<file path="config.mk">
export PLATFORM = sky130hd
export DESIGN_NAME = vmask_lane_unit
export DESIGN_NICKNAME = d
export VERILOG_FILES = /design/src/rtl/vml_pkg.sv /design/src/rtl/vml_alu.sv /design/src/rtl/vml_select.sv /design/src/rtl/vmask_lane_unit.sv
export SDC_FILE = /design/constraint.sdc
export NUM_CORES = 2
export LEC_CHECK = 0
export BUFFER_PORTS_ARGS = -buffer_cell sky130_fd_sc_hd__buf_2
export CAP_MARGIN = 20
export CORE_ASPECT_RATIO = 1.1
export CORE_MARGIN = 2
export CORE_UTILIZATION = 60
export CTS_CLUSTER_DIAMETER = 80
export DETAILED_ROUTE_END_ITERATION = 10
export GPL_TIMING_DRIVEN = 0
export MAX_ROUTING_LAYER = met4
export PLACE_DENSITY = 0.82
export SYNTH_ARGS = -nofsm -noshare
export SYNTH_HDL_FRONTEND = slang
export SYNTH_SLANG_ARGS = --single-unit
</file>
<file path="constraint.sdc">
create_clock -name clk -period 1.4 [get_ports clk]
set_input_delay 0 -clock clk [delete_from_list [all_inputs] [get_ports clk]]
set_output_delay 0 -clock clk [all_outputs]
set_load 0.1 [all_outputs]
</file>
<file path="src/rtl/vml_pkg.sv">
package vml_pkg;
  typedef enum logic [1:0] {
    OP_FMA = 2'd0,
    OP_ADD = 2'd1,
    OP_SUB = 2'd2,
    OP_XOR = 2'd3
  } vml_op_e;
endpackage

</file>
<file path="src/rtl/vml_alu.sv">
// Per-lane arithmetic: a + b*c or a two-operand operation, modulo 2^EW.
module vml_alu
  import vml_pkg::*;
#(
  parameter int EW = 16
) (
  input  logic [EW-1:0] a,
  input  logic [EW-1:0] b,
  input  logic [EW-1:0] c,
  input  vml_op_e       op,
  output logic [EW-1:0] y
);
  always_comb begin
    unique case (op)
      OP_FMA:  y = a + EW'(b * c);
      OP_ADD:  y = a + b;
      OP_SUB:  y = a - b;
      OP_XOR:  y = a ^ b;
      default: y = '0;
    endcase
  end
endmodule

</file>
<file path="src/rtl/vml_select.sv">
// Per-lane output choice: result, first source, or zero.
module vml_select #(
  parameter int EW = 16
) (
  input  logic [EW-1:0] res,
  input  logic [EW-1:0] a,
  input  logic          active,
  input  logic          predicated,
  input  logic          pred_bit,
  input  logic          zero_mode,
  output logic [EW-1:0] y
);
  always_comb begin
    if (!active)                       y = '0;
    else if (!predicated || pred_bit)  y = res;
    else if (zero_mode)                y = '0;
    else                               y = a;
  end
endmodule

</file>
<file path="src/rtl/vmask_lane_unit.sv">
module vmask_lane_unit
  import vml_pkg::*;
#(
  parameter int LANES = 4,
  parameter int EW    = 16
) (
  input  logic                         clk,
  input  logic                         rst_n,
  input  logic                         in_valid,
  input  logic [1:0]                   op,
  input  logic [$clog2(LANES+1)-1:0]   vlen,
  input  logic [2:0]                   mask_sel,
  input  logic [LANES*EW-1:0]          mask_data,
  input  logic [LANES*EW-1:0]          src1,
  input  logic [LANES*EW-1:0]          src2,
  input  logic [LANES*EW-1:0]          src3,
  output logic                         out_valid,
  output logic [LANES*EW-1:0]          out_vec
);
  localparam int VW       = LANES * EW;
  localparam int VLW      = $clog2(LANES + 1);
  localparam int MODE_BIT = EW - 1;

  vml_op_e           op_e;
  logic              predicated;
  logic              zero_mode;
  logic [EW-1:0]     res [LANES];
  logic [LANES-1:0]  active;
  logic [VW-1:0]     lane_y;
  logic [VW-1:0]     mask_unused;

  logic [VW-1:0]     vec_d, vec_q;
  logic              vld_d, vld_q;

  assign op_e        = vml_op_e'(op);
  assign predicated  = (mask_sel != 3'd0);
  assign zero_mode   = mask_data[MODE_BIT];
  assign mask_unused = mask_data;

  for (genvar g = 0; g < LANES; g++) begin : g_lane
    assign active[g] = (VLW'(g) < vlen);

    vml_alu #(.EW(EW)) u_alu (
      .a  (src1[g*EW +: EW]),
      .b  (src2[g*EW +: EW]),
      .c  (src3[g*EW +: EW]),
      .op (op_e),
      .y  (res[g])
    );

    vml_select #(.EW(EW)) u_sel (
      .res        (res[g]),
      .a          (src1[g*EW +: EW]),
      .active     (active[g]),
      .predicated (predicated),
      .pred_bit   (mask_data[g*EW]),
      .zero_mode  (zero_mode),
      .y          (lane_y[g*EW +: EW])
    );
  end

  // next state
  always_comb begin
    vld_d = in_valid;
    vec_d = vec_q;
    if (in_valid) vec_d = lane_y;
  end

  // registers
  always_ff @(posedge clk or negedge rst_n) begin
    if (!rst_n) begin
      vld_q <= 1'b0;
      vec_q <= '0;
    end else begin
      vld_q <= vld_d;
      vec_q <= vec_d;
    end
  end

  assign out_valid = vld_q;
  assign out_vec   = vec_q;
endmodule

</file>
==> impl_metrics.toml <==
[power]
p_per_area_nw_per_um2 = 2330
peakVddDrop_mv = 2.42
leakage_uw = 0.0166

[global_route]
grt_max_degree = 66
grt_use_total = 0.452
grt_pass1_vias = 27600
gr-total-overflow = 0
grt_pass1_wl_um = 151000
antenna_found_initial = 4

[place]
numPortBuffers = 235
hpwl_um = 73400
dp_cells = 4055
globalplace.congestion = 1.02

[floorplanning]
die_h_um = 224
dieArea_um2 = 45500
die_x_um = 204
start_util = 0.607
io_pins = 332
rows = 80
core_um2 = 43300

[detailed_routing]
wl_per_cell_um = 24.5
met2WireLength_um = 47100
routed-via-count = 26600
drc = 0
met3WireLength_um = 12200
wirelength_um = 105000
vias_per_cell = 6.23
ant_nets = 0
drt_iter0_markers = 2782
wl_met1_um = 36200
top_layer_used = "met4"
firstDrtPassIters = 6

[sta]
timing.final.max_slew_violations = 0
worst_slew_pin_slew_ns = 1.08
finalCriticalPeriod_ns = 4.88
fmaxAchievable_mhz = 205
rsz0062_at_grt = "yes"
hold_ws_ns = 0.0197
setup_viol = 63
maxSlewHeadroom = 0.278
fin_crit_sh = 3.49
finalWorstSetupSlack_ns = -3.48
hold_violations = 0
clock_skew_ns = 0

[setup_path]
critical_path_class = "input pin to register"
critPathCaptureType = "register"
cp_max_fo = 6
start_kind = "input pin"
path_delay_family = "adder cells"
worstSetupPathDepth = 24
crit_start = "src2[5]"
slowest_delay_ns = 0.52
cp_slowest_cell = "fa_2"
cp_data_required_time_ns = 1.65
arrival_ns = 5.13
r2r_start = "out_vec[12]$_DFFE_PN0P_"
r2r_end = "out_vec[12]$_DFFE_PN0P_"
crit_buf_inv = 9
crit_chain = "clkbuf_16 -> clkbuf_16 -> buf_6 -> buf_6 -> and2_4 -> fa_1 -> inv_1 -> fa_2 -> inv_1 -> ha_2 -> fa_1 -> ha_1 -> inv_1 -> fa_1 -> inv_2 -> ha_4 -> inv_4 -> o21ai_0 -> o211ai_1 -> o2111ai_2 -> o211ai_1 -> xnor2_1 -> a21oi_2 -> a221o_1"
reg2reg_depth = 4
cp-endpoint = "out_vec[15]$_DFFE_PN0P_"
r2r_slack_ns = -0.05

[synth]
syn_area_um2 = 26300
synthArstFlopShare = 1.00
synth_fp_nets = 4168
synth_area_leaders = "fa_1 (29%), ha_1 (13%), inv_1 (9.7%), xnor2_1 (7.3%), dfrtp_1 (6.2%)"
synth_top_cell_by_area = "fa_1"
synth_area_per_cell_um2 = 8.10
synthFlopType = "dfrtp_1"
synth_top_area_share = 0.289
ys_types = 80
netlist_instances = 3246
synth.most_common_cell = "inv_1"
synth_warnings = 0
synth_commonest_cells = "inv_1 (677), nand2_1 (386), fa_1 (380)"
ys_seq_elements = 65
synth_edf_count = 0
seq_area_frac_synth = 0.0618

[clock_network]
clock_sinks = 65
path_clk_slew_ns = 0.06
cts.path.max_buffers = 2
htree_num_levels = 3
cts_tree = "yes"
numCtsBuffers = 9
clk-insertion-delay-late_ns = 0.38
root_buffer = "clkbuf_16"

[final_layout]
fin_util = 0.803
stdcell_count = 4266
nets = 4603
areaGrowthSynthToFinish_pct = 32.3
drive_gt1_frac = 0.290

[run]
drv_cap = 0

[run_status]
violations = "negative setup slack"
status = "complete, but fails checks"

[hold_path]
hp-class = "input pin to register"
## through the flow
stage | cell area (µm²) | power, µW | setup TNS [ns] | setup WS, ns
2_1_floorplan | 28000 | 46600 | -136.66 | -3.44
3_3_place_gp | 29900 | 56000 | -178.74 | -4.14
3_5_place_dp | 29900 | 57600 | -178.80 | -4.13
4_1_cts | 33200 | 70100 | -141.77 | -3.44
5_1_grt | 34800 | 85300 | -151.27 | -3.57
6_report | 34800 | 80900 | -146.31 | -3.48
## state kept, by name, indices dropped and copies added (netlist names)
name / cells
out_vec: 64
out_valid: 1
## placed cells by master (no fill, tap or decap), drive strengths merged, types with 6 or more instances in the layout
master / netlist / final
inv: 677 / 676
buf: 35 / 449
nand2: 386 / 386
fa: 380 / 380
ha: 275 / 275
xnor2: 220 / 220
and2: 217 / 217
clkbuf: 133 / 131
nor2: 127 / 127
a21oi: 108 / 108
xor2: 106 / 106
dfrtp: 65 / 65
nor3: 64 / 64
o21ai: 59 / 59
a31oi: 40 / 40
a211oi: 36 / 36
a221oi: 35 / 35
o2bb2ai: 31 / 31
a21o: 26 / 26
a221o: 21 / 21
dlygate4sd3: 0 / 21
o21a: 20 / 20
a22oi: 20 / 20
nand3: 20 / 20
nor2b: 13 / 13
nor4: 10 / 10
or3: 10 / 10
o31ai: 10 / 10
o21bai: 9 / 9
nand2b: 8 / 8
o211ai: 8 / 8
diode: 0 / 7
and3: 7 / 7
or2: 6 / 6
## routing by layer
metal,GRT usage,up-vias
met5,-,-
met4,0.316,0
met3,0.0970,637
met2,0.690,2018
met1,0.533,12800
li1,-,11100
## final cells by class
class / instances / area (µm²)
antenna: 7 / 17.5
buffer: 165 / 2160
clock buffer: 9 / 225
clock inverter: 6 / 60.1
fill: 2706 / 8530
inverter: 679 / 2580
multi-input combinational: 2334 / 24000
sequential: 65 / 1630
tap: 574 / 718
timing repair buffer: 427 / 3400
## timing repair
action                     CTS  global route
gates resized for setup    431           279
pin swaps                  180           164
hold endpoints to repair    85             0
setup endpoints to repair   64            64
cloned                       3             2
hold buffers                21             0
buffers inserted           120            48
## how the worst min path moves through the flow
stage	cells after the start	slack, ns	end	from
5_1_grt	2	0.005	out_vec[24]$_DFFE_PN0P_	src1[24]
3_5_place_dp	1	0.16	out_vec[58]$_DFFE_PN0P_	rst_n
6_report	3	0.02	out_vec[48]$_DFFE_PN0P_	src1[48]
2_1_floorplan	0	-0.30	out_valid$_DFF_PN0_	rst_n
3_3_place_gp	1	0.17	out_valid$_DFF_PN0_	in_valid
4_1_cts	3	0.005	out_vec[40]$_DFFE_PN0P_	src1[40]
## report_power, final
part / switching (µW) / internal, µW / total [µW] / leakage (µW)
Sequential: 454 / 2360 / 2820 / 0.000851
Clock: 1070 / 1360 / 2430 / 0.000137
Combinational: 41700 / 34000 / 75700 / 0.0156
## worst min-delay path, delay by kind of cell
kind,cells,cell delay [ns]
compound gates,2,0.22
buf+inv,1,0.12
## kinds of logic after synthesis
| logic type | Yosys count | synth area share |
|---|---|---|
| adders and majority gates | 655 | 0.420 |
| muxes | 5 | 0.00190 |
| DFF | 65 | 0.0618 |
| xor gates and xnor gates | 326 | 0.109 |
| and+or+nand+nor | 883 | 0.161 |
| AOI/OAI and AO/OA | 465 | 0.124 |
| buffers and inverters | 847 | 0.123 |
(Power assumes the default switching activity.)
